[src/rtl/gpio_bank_pkg.sv]
package gpio_bank_pkg;

    localparam int DATA_W     = 32;
    localparam int WORD_BYTES = 4;

    // Register selected inside a bank window
    typedef enum logic [2:0] {
        SEL_NONE = 3'd0,
        SEL_DIR  = 3'd1,
        SEL_OUT  = 3'd2,
        SEL_SET  = 3'd3,
        SEL_CLR  = 3'd4,
        SEL_IN   = 3'd5
    } reg_sel_e;

    // State held by one bank
    typedef struct packed {
        logic [DATA_W-1:0] dir;
        logic [DATA_W-1:0] outv;
    } bank_state_t;

    // Word index inside a window -> register; reserved interrupt words map to none
    function automatic reg_sel_e word_to_sel(input logic [3:0] word);
        reg_sel_e s;
        case (word)
            4'd0:    s = SEL_DIR;
            4'd1:    s = SEL_OUT;
            4'd2:    s = SEL_SET;
            4'd3:    s = SEL_CLR;
            4'd4:    s = SEL_IN;
            default: s = SEL_NONE;
        endcase
        return s;
    endfunction

endpackage

[src/rtl/gpio_addr_decode.sv]
module gpio_addr_decode
    import gpio_bank_pkg::*;
#(
    parameter int NUM_BANKS    = 5,
    parameter int ADDR_W       = 8,
    parameter int HDR_BYTES    = 16,
    parameter int STRIDE_BYTES = 40
) (
    input  logic [ADDR_W-1:0]    addr,
    output logic [NUM_BANKS-1:0] bank_hit,
    output reg_sel_e             sel
);

    localparam int OFF_W = 8;

    logic [NUM_BANKS-1:0] hit_v;
    logic [3:0]           word_v [NUM_BANKS];

    for (genvar b = 0; b < NUM_BANKS; b++) begin : g_win
        localparam int BASE = HDR_BYTES + b * STRIDE_BYTES;
        int unsigned a_u;
        logic [OFF_W-1:0] off;
        always_comb begin
            a_u      = 32'(addr);
            hit_v[b] = (a_u >= BASE) && (a_u < BASE + STRIDE_BYTES);
            off      = OFF_W'(a_u - BASE);
            word_v[b] = off[5:2];
        end
    end

    always_comb begin
        sel = SEL_NONE;
        for (int b = 0; b < NUM_BANKS; b++) begin
            if (hit_v[b]) sel = word_to_sel(word_v[b]);
        end
    end

    assign bank_hit = hit_v;

endmodule

[src/rtl/gpio_bank.sv]
module gpio_bank
    import gpio_bank_pkg::*;
(
    input  logic              clk,
    input  logic              rst,
    input  logic              wr_en,
    input  reg_sel_e          sel,
    input  logic [DATA_W-1:0] wdata,
    input  logic [DATA_W-1:0] pins_async,
    output logic [DATA_W-1:0] drv_value,
    output logic [DATA_W-1:0] drv_enable,
    output logic [DATA_W-1:0] rd_word
);

    bank_state_t       st;
    logic [DATA_W-1:0] sync_a;
    logic [DATA_W-1:0] sync_b;

    always_ff @(posedge clk) begin
        if (rst) begin
            st.dir  <= '1;
            st.outv <= '0;
        end else if (wr_en) begin
            case (sel)
                SEL_DIR: st.dir  <= wdata;
                SEL_OUT: st.outv <= wdata;
                SEL_SET: st.outv <= st.outv | wdata;
                SEL_CLR: st.outv <= st.outv & ~wdata;
                default: ;
            endcase
        end
    end

    // two-stage synchronizer on every pin
    always_ff @(posedge clk) begin
        if (rst) begin
            sync_a <= '0;
            sync_b <= '0;
        end else begin
            sync_a <= pins_async;
            sync_b <= sync_a;
        end
    end

    always_comb begin
        case (sel)
            SEL_DIR:                   rd_word = st.dir;
            SEL_OUT, SEL_SET, SEL_CLR: rd_word = st.outv;
            SEL_IN:                    rd_word = sync_b;
            default:                   rd_word = '0;
        endcase
    end

    assign drv_value  = st.outv;
    assign drv_enable = ~st.dir;

endmodule

[src/rtl/gpio_banked_regfile.sv]
module gpio_banked_regfile
    import gpio_bank_pkg::*;
#(
    parameter int NUM_BANKS    = 5,
    parameter int ADDR_W       = 8,
    parameter int HDR_BYTES    = 16,
    parameter int STRIDE_BYTES = 40,
    localparam int NPINS       = NUM_BANKS * DATA_W
) (
    input  logic              clk,
    input  logic              rst,
    input  logic              bus_wr,
    input  logic              bus_rd,
    input  logic [ADDR_W-1:0] bus_addr,
    input  logic [DATA_W-1:0] bus_wdata,
    output logic [DATA_W-1:0] bus_rdata,
    input  logic [NPINS-1:0]  pin_in,
    output logic [NPINS-1:0]  pin_out,
    output logic [NPINS-1:0]  pin_oe
);

    logic [NUM_BANKS-1:0] bank_hit;
    reg_sel_e             sel;
    logic [DATA_W-1:0]    bank_rd [NUM_BANKS];
    logic [DATA_W-1:0]    rd_mux;

    gpio_addr_decode #(
        .NUM_BANKS   (NUM_BANKS),
        .ADDR_W      (ADDR_W),
        .HDR_BYTES   (HDR_BYTES),
        .STRIDE_BYTES(STRIDE_BYTES)
    ) u_dec (
        .addr    (bus_addr),
        .bank_hit(bank_hit),
        .sel     (sel)
    );

    for (genvar b = 0; b < NUM_BANKS; b++) begin : g_bank
        gpio_bank u_bank (
            .clk       (clk),
            .rst       (rst),
            .wr_en     (bus_wr & bank_hit[b]),
            .sel       (sel),
            .wdata     (bus_wdata),
            .pins_async(pin_in [b*DATA_W +: DATA_W]),
            .drv_value (pin_out[b*DATA_W +: DATA_W]),
            .drv_enable(pin_oe [b*DATA_W +: DATA_W]),
            .rd_word   (bank_rd[b])
        );
    end

    always_comb begin
        rd_mux = '0;
        for (int b = 0; b < NUM_BANKS; b++) begin
            if (bank_hit[b]) rd_mux = rd_mux | bank_rd[b];
        end
    end

    always_ff @(posedge clk) begin
        if (rst)         bus_rdata <= '0;
        else if (bus_rd) bus_rdata <= rd_mux;
    end

endmodule

[config.mk]
export PLATFORM = sky130hd
export DESIGN_NAME = gpio_banked_regfile
export DESIGN_NICKNAME = d
export VERILOG_FILES = /design/src/rtl/gpio_bank_pkg.sv /design/src/rtl/gpio_addr_decode.sv /design/src/rtl/gpio_bank.sv /design/src/rtl/gpio_banked_regfile.sv
export SDC_FILE = /design/constraint.sdc
export NUM_CORES = 1
export LEC_CHECK = 0
export BUFFER_PORTS_ARGS = -buffer_cell sky130_fd_sc_hd__buf_2
export CAP_MARGIN = 30
export CORE_UTILIZATION = 30
export CTS_BUF_LIST = sky130_fd_sc_hd__clkbuf_8
export CTS_CLUSTER_SIZE = 25
export DETAILED_ROUTE_END_ITERATION = 16
export GPL_TIMING_DRIVEN = 1
export SETUP_SLACK_MARGIN = 0.15
export SYNTH_ARGS = -nofsm -noshare
export SYNTH_HDL_FRONTEND = slang
export SYNTH_HIERARCHICAL = 1
export SYNTH_SLANG_ARGS = --single-unit
export TNS_END_PERCENT = 1
[constraint.sdc]
create_clock -name clk -period 3.8 [get_ports clk]
set_clock_uncertainty 0.2 [all_clocks]
set_input_delay 0.76 -clock clk [delete_from_list [all_inputs] [get_ports clk]]
set_output_delay 0.76 -clock clk [all_outputs]
set_load 0.02 [all_outputs]
-- Yosys cells after proc, flatten, opt, wreduce, memory -nomap -nowiden
Index checks and enable logic that the tools add are counted.
- ROM bits: 0
- memory bits (writable): 0
- word-level logic and storage cells: 133
- memories: 0
- bits of input ports: 204
- bits in registers: 672
- latch bits: 0
- reductions and logical operators: 22
- div/mod/pow operators: 0
- multipliers: 0
- bitwise gates (word level): 25
- order comparisons: 10
- eq/ne operators: 25
- add/sub/neg operators: 5
- multiplexer cells: 25
- shift-type cells: 0
- operators by type and width (operator ; number):
    one-hot mux 32 bit (3 select lines) ; 10
    OR 32 bit ; 9
    inverter 32 bit ; 6
    bitwise AND 32 bit ; 5
    two-way mux 32 bit ; 5
    one-hot mux 3 bit (5 select lines) ; 5
    == test 4 x 2 -> 1 bit, second input constant ; 10
    less-than comparator 8 bit, second input constant ; 3
    == test 4 x 1 -> 1 bit, second input constant ; 5
    == test 4 x 3 -> 1 bit, second input constant ; 5
    logical NOT 4 bit ; 5
    AND reduction 2 bit ; 10
    subtractor 6 bit, second input constant ; 3
    greater-or-equal comparator 8 bit, second input constant ; 2
    two-way mux 3 bit ; 5
    greater-or-equal comparator 8 x 5 -> 1 bit, second input constant ; 1
    greater-or-equal comparator 8 x 6 -> 1 bit, second input constant ; 1
    greater-or-equal comparator 8 x 7 -> 1 bit, second input constant ; 1
    less-than comparator 8 x 6 -> 1 bit, second input constant ; 1
    less-than comparator 8 x 7 -> 1 bit, second input constant ; 1
    == test 3 x 2 -> 1 bit, second input constant ; 2
    == test 3 bit, second input constant ; 2
    subtractor 6 x 4 -> 6 bit, second input constant ; 1
    subtractor 6 x 5 -> 6 bit, second input constant ; 1
    5 further kinds ; 13

-- Logic depth before layout (Yosys ltp)
- depth in word-level cells: 20
- depth in mapped cells: 15
- gate-level depth less buffers: 11

-- Cells and area by module
Netlist, hierarchy kept.
- by module, submodules not included (module ; seq. area each (µm²) ; area an instance (µm²) ; instances ; cells an instance):
    gpio_bank ; 2562.5 ; 5486.5 ; 5 ; 580
    gpio_banked_regfile ; 640.6 ; 1855.5 ; 1 ; 195
    gpio_addr_decode ; 0.0 ; 543.0 ; 1 ; 76

-- Worst setup path after synthesis
OpenSTA, ideal clock, no wires.
- path type: input to register
- from: input bus_addr[4]
- to: register bus_rdata[19]
- required time: 3.458 ns
- path slack: -0.082 ns
- arrival time: 3.540 ns
- library setup time: 0.142 ns
- buffers on the path: 3
- stages: 13
- path through: buf_2 inv_1 ha_1 or4b_4 a221oi_4 a21oi_1 a41oi_2 buf_6 buf_2 mux2i_1 o2bb2ai_1 a222oi_1 a311oi_1
- RTL lines (element ; line ; RTL):
    from (decl) ; gpio_banked_regfile.sv:14 ; input logic [ADDR_W-1:0] bus_addr,
    to (signal assigned) ; gpio_banked_regfile.sv:61 ; else if (bus_rd) bus_rdata <= rd_mux;
    to (decl) ; gpio_banked_regfile.sv:16 ; output logic [DATA_W-1:0] bus_rdata,

==> flow_summary.yaml <==
global_routing:
  met3_usage: 0.0792
  gr-total-overflow: 0
  grt_first_pass_wirelength_microns: 169000
  busiest_layer: "met1"
  antenna_found_initial: 6
  track_usage: 0.227
  grt_pass1_vias: 24600
  met1_usage: 0.321
  met2_usage: 0.316
  grt_max_degree: 121
sta:
  period_minus_slack_ps: 3650
  hold_slack_ps: 73.8
  worst_slew_pin_slew_ps: 860
  hold_viol_final: 0
  max_slew_margin: 0.427
  fin_tns_setup_ps: 0
  grt_setup_unrepaired: "no"
  max_clock_freq_ghz: 0.274
  finalMaxSlewViolations: 0
  post-route-period-util: 0.960
  setup_violations: 0
synthesis:
  postSynthCellCount: 3171
  synth_nets: 3378
  synth_seq_cells: 672
  synth_edf_count: 0
  yosysTopAreaCell: "dfxtp_1"
  postSynthAreaPerCell_sq_um: 9.41
  yosysTopAreaCellShare: 0.451
  netlist_area_sq_um: 29800
  async_flop_share: 0
  ys_seq_area_frac: 0.451
  netlist_top_cells_count: "dfxtp_1, nor2b_1, nand2_1, buf_4, nor2_1"
  synth_most_common_cell: "dfxtp_1"
  ys.flop_type: "dfxtp_1"
  yosysUniqueCellTypes: 56
  yosys-top-cells-area: "dfxtp_1, nor2b_1, mux2i_1, buf_4, o2bb2ai_1"
  ys_warn_count: 6
cts:
  cts_tree: "done"
  clock-sinks: 672
  clk_latency_ps: 780
  cts-htree-levels: 3
  root_buffer: "clkbuf_8"
  path_clk_slew_ps: 60
  cts_buffers: 117
  cts_buffer_depth: 3
drt:
  vias: 26100
  drc: 0
  wl_per_cell_microns: 22.9
  drt-initial-drc-count: 2640
  drt.antenna.violating_nets: 0
  via_per_inst: 5.03
  drtPass1Iterations: 8
  wl_microns: 119000
power_and_ir_drop:
  p_sw_frac: 0.281
  power_per_cell_area_nw_per_um2: 460
  seq_power_share: 0.416
  comb_power_share: 0.158
  vdd_drop_max_v: 0.000247
  p_switching_mw: 5.01
  internal_power_mw: 12.8
  p_clk_frac: 0.427
  fin_total_pwr_mw: 17.8
  p_leak_nw: 16.2
placed_design:
  numPortBuffers: 555
  placed_cells: 4815
  dpl.hpwl_microns: 86300
  place_congestion: 0.887
run_status:
  status: "finished, final reports clean"
worst_setup_path:
  cp.required_ps: 4240
  critPathBufInv: 5
  slowest_delay_ps: 480
  crit_path_max_fanout: 24
  crit_family: "compound AO/OA/AOI/OAI gates"
  slowest_stage: "or4_1"
  cp.arrival_ps: 4090
  crit_chain: "buf_2 -> buf_4 -> nand2_1 -> or4_1 -> o31a_1 -> a41oi_4 -> buf_12 -> buf_12 -> buf_12 -> mux2i_1 -> o2bb2ai_1 -> a222oi_1 -> a311oi_1"
  start_kind: "input port"
  crit_type: "input port to flip-flop"
  cpMostUsedCell: "buf_12"
  end_kind: "flip-flop"
  r2r_setup_slack_ps: 2040
die:
  die_h_microns: 317
  dieArea_sq_um: 101000
  ios: 556
  rows: 115
  initial_core_util: 0.303
  die_w_microns: 317
  coreArea_sq_um: 98400
min_path:
  worst_hold_path_type: "input port to flip-flop"
finish:
  drive_gt1_frac: 0.277
  area.growth.synth_to_final_pct: 29.9
  final_cells: 5195
  layout.nets: 4011
  finalCoreUtilization: 0.394
job:
  maxCapViolCount: 0
[per-stage QoR]
step	setup slack [ps]	instance area [sq um]
after floorplan	147	30100
after global placement	-521	34400
final	150	38700
after detailed placement	-501	34400
after global routing	177	38700
after CTS	340	38700
[kinds of logic (layout without fill, tap and decap cells)]
group,after synthesis,count (layout),share of synthesized area
and+or+nand+nor,980,980,0.174
AOI/OAI and AO/OA,761,761,0.211
DFF,672,672,0.451
buffers and inverters,587,1321,0.106
muxes,165,165,0.0554
adders and majority gates,3,3,0.00126
xor gates and xnor gates,3,3,0.000881
other,0,3,0
[final cells by class]
class | count | area, sq um
fill | 9852 | 59700
multi-input combinational | 1912 | 13500
sequential | 672 | 13500
timing repair buffer | 931 | 6840
clock buffer | 156 | 2150
tap | 1287 | 1610
inverter | 170 | 638
clock inverter | 64 | 566
antenna | 3 | 7.51
[sequential cells by signal (all words and copies together) (netlist names)]
register,count
g_bank.u_bank/drv_value,160
bus_rdata,32
g_bank.u_bank/sync_b,160
g_bank.u_bank/st,160
g_bank.u_bank/sync_a,160
[power by group through the flow]
stage	Clock (mW)	Sequential [mW]	Combinational [mW]
CTS	7.80	7.40	2.80
global route	8.10	7.42	3.00
floorplan	0	7.54	1.47
detailed placement	0	7.55	2.67
global placement	0	7.56	2.64
finish	7.60	7.40	2.81
[what timing repair did]
action                                  CTS  global route
hold buffers                            157             0
endpoints found under the hold margin   157             0
setup buffers                             0             0
endpoints found under the setup margin    0             1
resized for setup                         0             1
[placed cells by master, fill, tap and decap left out, types with 153 or more instances in the layout]
cell | synthesis | final
nor2b_1 | 320 | 320
nor2_1 | 196 | 196
o2bb2ai_1 | 160 | 160
nand2_1 | 245 | 245
buf_2 | 94 | 554
inv_1 | 170 | 194
dfxtp_1 | 672 | 672
mux2i_1 | 165 | 160
buf_4 | 202 | 153
dlygate4sd3_1 | 0 | 157
clkbuf_8 | 0 | 156
o211ai_1 | 162 | 162
[worst paths after layout]
check,start,end,cells after the start
setup / recovery,bus_addr[4],bus_rdata[10]$_SDFFE_PP0P_,13
setup reg to reg,g_bank[1].u_bank/sync_b[17]$_SDFF_PP0_,bus_rdata[17]$_SDFFE_PP0P_,6
hold / removal,pin_in[80],g_bank[2].u_bank/sync_a[16]$_SDFF_PP0_,2
hold reg to reg,g_bank[4].u_bank/sync_a[10]$_SDFF_PP0_,g_bank[4].u_bank/sync_b[10]$_SDFF_PP0_,1
[layer usage]
metal / part of all wire / wire length [microns]
met5: 0.00045 / 54
met1: 0.46 / 55100
met3: 0.10 / 12100
met2: 0.40 / 48000
met4: 0.032 / 3810
No activity file was read; power rests on OpenSTA's default activity.
